**config.mk**
```make
export PLATFORM = sky130hd
export DESIGN_NAME = burst_dma_channel
export DESIGN_NICKNAME = d
export VERILOG_FILES = /design/src/rtl/burst_dma_pkg.sv /design/src/rtl/burst_dma_dp.sv /design/src/rtl/burst_dma_ctl.sv /design/src/rtl/burst_dma_channel.sv
export SDC_FILE = /design/constraint.sdc
export NUM_CORES = 1
export LEC_CHECK = 0
export BUFFER_PORTS_ARGS = -buffer_cell sky130_fd_sc_hd__buf_2
export CAP_MARGIN = 20
export CELL_PAD_IN_SITES_DETAIL_PLACEMENT = 1
export CELL_PAD_IN_SITES_GLOBAL_PLACEMENT = 1
export CORE_MARGIN = 8
export CORE_UTILIZATION = 46
export CTS_BUF_LIST = sky130_fd_sc_hd__clkbuf_16
export DETAILED_ROUTE_END_ITERATION = 10
export PLACE_DENSITY = 0.92
export SKIP_CTS_REPAIR_TIMING = 1
export SLEW_MARGIN = 40
export SYNTH_ARGS = -nofsm -noshare
export SYNTH_HDL_FRONTEND = slang
export SYNTH_HIERARCHICAL = 1
export SYNTH_SLANG_ARGS = --single-unit
```
**constraint.sdc**
```tcl
create_clock -name clk -period 5.52 [get_ports clk]
set_input_delay 0.552 -clock clk [delete_from_list [all_inputs] [get_ports clk]]
set_output_delay 0.552 -clock clk [all_outputs]
set_load 0.05 [all_outputs]
```
**src/rtl/burst_dma_pkg.sv**
```systemverilog
package burst_dma_pkg;
  typedef enum logic [1:0] {ST_IDLE, ST_READ, ST_WRITE} dmaState_e;

  // strobes from control to datapath
  typedef struct packed {
    logic grab;     // read accepted, capture word
    logic step;     // write accepted, advance pointer
    logic wrPhase;  // address mux selects destination
  } dpStrobes_t;

  localparam logic [2:0] REG_SRC  = 3'd0;
  localparam logic [2:0] REG_DST  = 3'd1;
  localparam logic [2:0] REG_BEAT = 3'd2;
  localparam logic [2:0] REG_BRST = 3'd3;
  localparam logic [2:0] REG_CTRL = 3'd4;

  localparam int CTL_EN    = 0;
  localparam int CTL_START = 1;
  localparam int CTL_CLR   = 2;
  localparam int CTL_STEP  = 3;
endpackage

```
**src/rtl/burst_dma_dp.sv**
```systemverilog
module burst_dma_dp
  import burst_dma_pkg::*;
#(
  parameter int AW   = 32,
  parameter int DW   = 32,
  parameter int BEAT = 4
) (
  input  logic          clk,
  input  logic          rstN,
  input  logic          srcLd,
  input  logic          dstLd,
  input  logic [AW-1:0] ldVal,
  input  logic          srcStep,
  input  dpStrobes_t    strb,
  input  logic [DW-1:0] memRdata,
  output logic [AW-1:0] memAddr,
  output logic [DW-1:0] memWdata
);
  localparam logic [AW-1:0] STRIDE = AW'(BEAT);

  logic [AW-1:0] srcPtr;
  logic [AW-1:0] dstAddr;
  logic [DW-1:0] dataReg;

  always_ff @(posedge clk) begin
    if (!rstN) begin
      srcPtr  <= '0;
      dstAddr <= '0;
      dataReg <= '0;
    end else begin
      if (strb.grab) dataReg <= memRdata;
      if (strb.step && srcStep) srcPtr <= srcPtr + STRIDE;
      if (srcLd) srcPtr <= ldVal;
      if (dstLd) dstAddr <= ldVal;
    end
  end

  assign memAddr  = strb.wrPhase ? dstAddr : srcPtr;
  assign memWdata = dataReg;
endmodule

```
**src/rtl/burst_dma_ctl.sv**
```systemverilog
module burst_dma_ctl
  import burst_dma_pkg::*;
#(
  parameter int CNT_W = 16
) (
  input  logic        clk,
  input  logic        rstN,
  input  logic        cpuWe,
  input  logic [2:0]  cpuAddr,
  input  logic [31:0] cpuWdata,
  input  logic        hwReq,
  input  logic        memReady,
  output logic        memReq,
  output logic        memWe,
  output logic        srcLd,
  output logic        dstLd,
  output logic        srcStep,
  output logic        chanEn,
  output logic        irqDone,
  output dpStrobes_t  strb
);
  localparam int CW = CNT_W + 1;
  localparam logic [CW-1:0] ONE = CW'(1);

  dmaState_e     state;
  logic [CNT_W-1:0] beatProg;
  logic [CW-1:0] beatsLeft;
  logic [CW-1:0] burstsLeft;
  logic          hwPend;
  logic          swPend;
  logic          wrCtl;
  logic [CW-1:0] beatLoad;
  logic [CW-1:0] burstLoad;

  // zero in a count register means the full range
  assign beatLoad  = {(beatProg == '0), beatProg};
  assign burstLoad = {(cpuWdata[CNT_W-1:0] == '0), cpuWdata[CNT_W-1:0]};
  assign wrCtl     = cpuWe && (cpuAddr == REG_CTRL);
  assign srcLd     = cpuWe && (cpuAddr == REG_SRC);
  assign dstLd     = cpuWe && (cpuAddr == REG_DST);

  always_ff @(posedge clk) begin
    if (!rstN) begin
      state      <= ST_IDLE;
      beatProg   <= '0;
      beatsLeft  <= '0;
      burstsLeft <= '0;
      hwPend     <= 1'b0;
      swPend     <= 1'b0;
      chanEn     <= 1'b0;
      srcStep    <= 1'b0;
      irqDone    <= 1'b0;
    end else begin
      if (!chanEn) begin
        state   <= ST_IDLE;
        hwPend  <= 1'b0;
        swPend  <= 1'b0;
        irqDone <= 1'b0;
      end else begin
        unique case (state)
          ST_IDLE: begin
            if ((hwPend || swPend) && burstsLeft != '0) begin
              state     <= ST_READ;
              beatsLeft <= beatLoad;
              if (swPend) swPend <= 1'b0;
              else        hwPend <= 1'b0;
            end
          end
          ST_READ: if (memReady) state <= ST_WRITE;
          ST_WRITE: begin
            if (memReady) begin
              if (beatsLeft == ONE) begin
                state      <= ST_IDLE;
                burstsLeft <= burstsLeft - ONE;
                if (burstsLeft == ONE) irqDone <= 1'b1;
              end else begin
                beatsLeft <= beatsLeft - ONE;
                state     <= ST_READ;
              end
            end
          end
          default: state <= ST_IDLE;
        endcase
        if (hwReq) hwPend <= 1'b1;
      end
      // register writes take precedence over channel updates
      if (cpuWe && cpuAddr == REG_BEAT) beatProg   <= cpuWdata[CNT_W-1:0];
      if (cpuWe && cpuAddr == REG_BRST) burstsLeft <= burstLoad;
      if (wrCtl) begin
        chanEn  <= cpuWdata[CTL_EN];
        srcStep <= cpuWdata[CTL_STEP];
        if (cpuWdata[CTL_CLR] || !cpuWdata[CTL_EN]) irqDone <= 1'b0;
        if (!cpuWdata[CTL_EN]) begin
          hwPend <= 1'b0;
          swPend <= 1'b0;
        end
        if (cpuWdata[CTL_START] && cpuWdata[CTL_EN]) swPend <= 1'b1;
      end
    end
  end

  assign memReq       = chanEn && (state != ST_IDLE);
  assign memWe        = (state == ST_WRITE);
  assign strb.grab    = chanEn && (state == ST_READ) && memReady;
  assign strb.step    = chanEn && (state == ST_WRITE) && memReady;
  assign strb.wrPhase = (state == ST_WRITE);
endmodule

```
**src/rtl/burst_dma_channel.sv**
```systemverilog
module burst_dma_channel
  import burst_dma_pkg::*;
#(
  parameter int AW    = 32,
  parameter int CNT_W = 16
) (
  input  logic          clk,
  input  logic          rstN,
  input  logic          cpuWe,
  input  logic [2:0]    cpuAddr,
  input  logic [31:0]   cpuWdata,
  input  logic          hwReq,
  output logic          memReq,
  output logic          memWe,
  output logic [AW-1:0] memAddr,
  output logic [31:0]   memWdata,
  input  logic [31:0]   memRdata,
  input  logic          memReady,
  output logic          irqDone
);
  dpStrobes_t strb;
  logic srcLd, dstLd, srcStep, chanEn;

  burst_dma_ctl #(.CNT_W(CNT_W)) ctl_i (
    .clk(clk), .rstN(rstN), .cpuWe(cpuWe), .cpuAddr(cpuAddr), .cpuWdata(cpuWdata),
    .hwReq(hwReq), .memReady(memReady), .memReq(memReq), .memWe(memWe),
    .srcLd(srcLd), .dstLd(dstLd), .srcStep(srcStep), .chanEn(chanEn),
    .irqDone(irqDone), .strb(strb)
  );

  burst_dma_dp #(.AW(AW), .DW(32), .BEAT(4)) dp_i (
    .clk(clk), .rstN(rstN), .srcLd(srcLd), .dstLd(dstLd), .ldVal(cpuWdata[AW-1:0]),
    .srcStep(srcStep), .strb(strb), .memRdata(memRdata),
    .memAddr(memAddr), .memWdata(memWdata)
  );
endmodule

```
==> metrics.log <==
[metrics] run status: finished clean
[metrics] clock skew: 7.92 ps
[metrics] share of the synthesized area in the top cell type: 39.1%
[metrics] effective utilization at floorplan: 47.2%
[metrics] cell count after synthesis: 889
[metrics] list of cells traversed by the critical path: nand2b_1, buf_4, clkinv_1, buf_4, mux2_2, buf_2
[metrics] Placed Cells incl. Taps: 1,195
[metrics] Final Instance Area: 0.00934 mm2
[metrics] Avg Vias per Cell: 6.17
[metrics] setup TNS: 0 ps
[metrics] ys flop type: dfxtp_1
[metrics] sequential fraction of the synthesis area: 39.1%
[metrics] cell leakage power: 3.46 nW
[metrics] Setup CP Type: flip-flop to output pin
[metrics] number of hold violations in the final report: 0
[metrics] setup repair after global routing missed its margin: no
[metrics] Data arrival, critical path: 2930 ps
[metrics] number of unique standard cell types used by synthesis: 65
[metrics] post-synthesis average cell area: 8.81 um2
[metrics] Req. time, crit path: 4970 ps
[metrics] Clk Latency, worst-skew pair: 430 ps
[metrics] number of antenna violations at the first check in global routing: 2
[metrics] number of buffers created by CTS: 17
[metrics] critical path fanouts, max: 45
[metrics] Crit path buffers/inverters: 4
[metrics] Wirelength per Cell: 22.4 um
[metrics] ANT nets after route: 0
[metrics] Switching Power: 0.674 mW
[metrics] via count of the first global-routing pass: 8,013
[metrics] power share of the clock group: 50.5%
[metrics] number of nets in the final layout: 1,072
[metrics] Hold Path Class: input pin to flip-flop
[metrics] library cell with the largest summed area after synthesis: dfxtp_1
[metrics] aggregate global routing overflow: 0
[metrics] area of the core: 0.0166 mm2
[metrics] sequential group share of total power: 41.5%
[metrics] Max Root-Sink Buffers: 2
[metrics] syn nets: 967
[metrics] worst-margin pin slew: 871 ps
[metrics] DRC viols: 0
[metrics] Slew headroom: 41.9%
[metrics] internal power: 2.10 mW
[metrics] flop and latch count out of synthesis: 153
[metrics] die width: 146 um
[metrics] final worst path period need: 3480 ps
[metrics] net switching share of the total power: 24.3%
[metrics] Clock transition at path regs: 70 ps
[metrics] longest individual stage delay on the worst path: 570 ps
[metrics] family with the most delay on the worst path: buffers and inverters
[metrics] total clock sinks: 153
[metrics] number of enable flip-flop cells after synthesis: 0
[metrics] Area growth, synth to finish: 19.3%
[metrics] boundary pin count: 139
[metrics] Detailed Route WL: 27,600 um
[metrics] fraction of power consumed by combinational cells: 8.0%
[metrics] Worst VDD drop: 249 uV
[metrics] gr usage total: 25.1%
[metrics] Post-DP Area: 0.00864 mm2
[metrics] type of element capturing the critical path: output pin
[metrics] type of element launching the critical path: flip-flop
[metrics] maximum number of pins on one net before global-route repair: 51
[metrics] CTS tree: built
[metrics] non-filler cells, final: 1,229
[metrics] PortBufs: 138
[metrics] first-pass GRT wire length: 43,900 um
[metrics] proportion of layout cells with a drive suffix above 1: 22.8%
[metrics] total of endpoints with negative setup slack in the final report: 0
[metrics] power density over cell area: 297 mW/mm2
[metrics] length of the first detailed-routing pass in iterations: 5
[metrics] Syn Std Cell Area: 0.00783 mm2
[metrics] count of yosys warnings during synthesis: 6
[metrics] Power, Total: 2.78 mW
[metrics] final RePlAce weighted congestion: 0.827
[metrics] Async SR Flop Fraction: 0%
[metrics] biggest area contributors in the synthesized netlist: dfxtp_1 39%, mux2i_1 8.8%, nor2b_1 5.5%
[metrics] final core utilization: 56.3%
[metrics] max-capacitance violation count: 0
[metrics] most prevalent standard cell on the critical path: buf_4
[metrics] Vert. Die Dim: 146 um
[metrics] root buf cell: clkbuf_16
[metrics] H-tree depth reported by CTS: 4
[metrics] Core Rows: 47
[metrics] Final Cycle Share: 63.0%
[metrics] upper clock frequency limit: 287 MHz
[metrics] fin. max-slew vios: 0
[metrics] Crit-path slowest cell: dfxtp_1
[metrics] Die ar.: 0.0214 mm2
[metrics] estimated wirelength of the detail-placed design: 18,300 um
[metrics] via count: 7,587
[metrics] drt initial violations: 608
==> per-layer routing <==
layer | track usage, % | wire length [um]
met1 | 29.5 | 11200
met2 | 41.2 | 13200
met3 | 7.97 | 2290
met4 | 11.0 | 848
met5 | 0 | 12
==> flip-flops by register name, indices dropped and copies added (netlist names) <==
register,cells
ctl_i/hwPend,1
dp_i/dstAddr,32
ctl_i/state,2
ctl_i/irqDone,1
ctl_i/swPend,1
ctl_i/beatProg,16
ctl_i/burstsLeft,17
dp_i/srcPtr,32
dp_i/memWdata,32
ctl_i/beatsLeft,17
ctl_i/srcStep,1
ctl_i/chanEn,1
==> tightest hold or removal path: stages <==
cell and delay, ps:
buf_2 70, mux2i_1 60, nor2b_1 100
==> power groups by stage <==
stage	logic [mW]	clock network (mW)	registers, mW
3_3_place_gp	0.204	0	1.17
4_1_cts	0.220	1.42	1.15
2_1_floorplan	0.137	0	1.16
3_5_place_dp	0.214	0	1.18
6_report	0.222	1.40	1.15
5_1_grt	0.236	1.47	1.15
==> layout make-up <==
type | count | area [um2]
Fill cell | 1974 | 7240
Multi-Input combinational cell | 660 | 4480
Sequential cell | 153 | 3060
Timing Repair Buffer | 148 | 772
Clock buffer | 17 | 425
Tap cell | 220 | 275
Clock inverter | 15 | 270
Inverter | 14 | 52.6
Antenna cell | 2 | 5.00
==> cell families (layout without fill, tap and decap cells) <==
| family | after synthesis | after routing | share of synthesized area (%) |
|---|---|---|---|
| buf+inv | 76 | 194 | 4.03 |
| fa+ha+maj | 6 | 6 | 0.959 |
| xor+xnor | 20 | 20 | 2.24 |
| flops | 153 | 153 | 39.1 |
| simple gates | 345 | 345 | 24.7 |
| mux | 97 | 97 | 12.8 |
| compound gates | 192 | 192 | 16.1 |
| other cells | 0 | 2 | 0 |
==> cell usage in the layout, fill, tap and decap left out, types with 6 or more instances in the layout <==
master / instances
nand4_1: 22
nor2b_1: 69
xor2_1: 13
nor3_1: 19
nor4_1: 19
nand3_1: 26
xnor2_1: 7
buf_2: 137
o31a_1: 6
mux2i_1: 69
and3_1: 6
a21oi_1: 48
mux2_2: 28
o31ai_1: 19
inv_1: 12
a211oi_1: 7
or3_1: 17
ha_1: 6
clkbuf_16: 17
buf_4: 10
bufinv_16: 7
o21ai_0: 59
nand2_1: 77
a31oi_1: 16
or4_1: 8
nand2b_1: 8
and4_1: 11
dfxtp_1: 153
nor2_1: 31
==> metrics by stage <==
stage	setup WS [ps]	hold slack, ps
2_1_floorplan	1800	449
3_3_place_gp	2700	463
3_5_place_dp	2520	473
4_1_cts	2100	372
5_1_grt	1930	386
6_report	2040	386
==> synth_stat cells, drive strengths merged (3+ instances only) <==
master	count
a211oi	7
o21ai	59
nand2	77
and2	5
nor2b	69
nor4	21
nor2	33
mux2	28
mux2i	69
dfxtp	153
nand3	27
and3	6
o31a	6
nor3b	4
nand4	23
xor2	13
or4b	3
and4	11
inv	11
xnor2	7
buf	20
o211a	5
nor3	20
nand2b	8
ha	6
clkinv	3
or3	18
or2	3
o211ai	3
a31oi	16
or4	10
a32oi	4
o31ai	22
a21oi	48
clkbuf	42
==> worst paths after layout <==
kind                                        from                        endpoint  slack, ps  cells past startpoint
hold / removal                      memRdata[13]  dp_i/memWdata[13]$_SDFFE_PN0P_        390                      3
setup reg to reg     ctl_i/state[1]$_SDFFE_PN0P_    dp_i/srcPtr[19]$_SDFFE_PN0N_       2430                      8
setup / recovery     ctl_i/state[0]$_SDFFE_PN0P_                     memAddr[23]       2040                      6
hold reg to reg   ctl_i/beatProg[1]$_SDFFE_PN0P_  ctl_i/beatProg[1]$_SDFFE_PN0P_        480                      2
(Power assumes the default switching activity.)
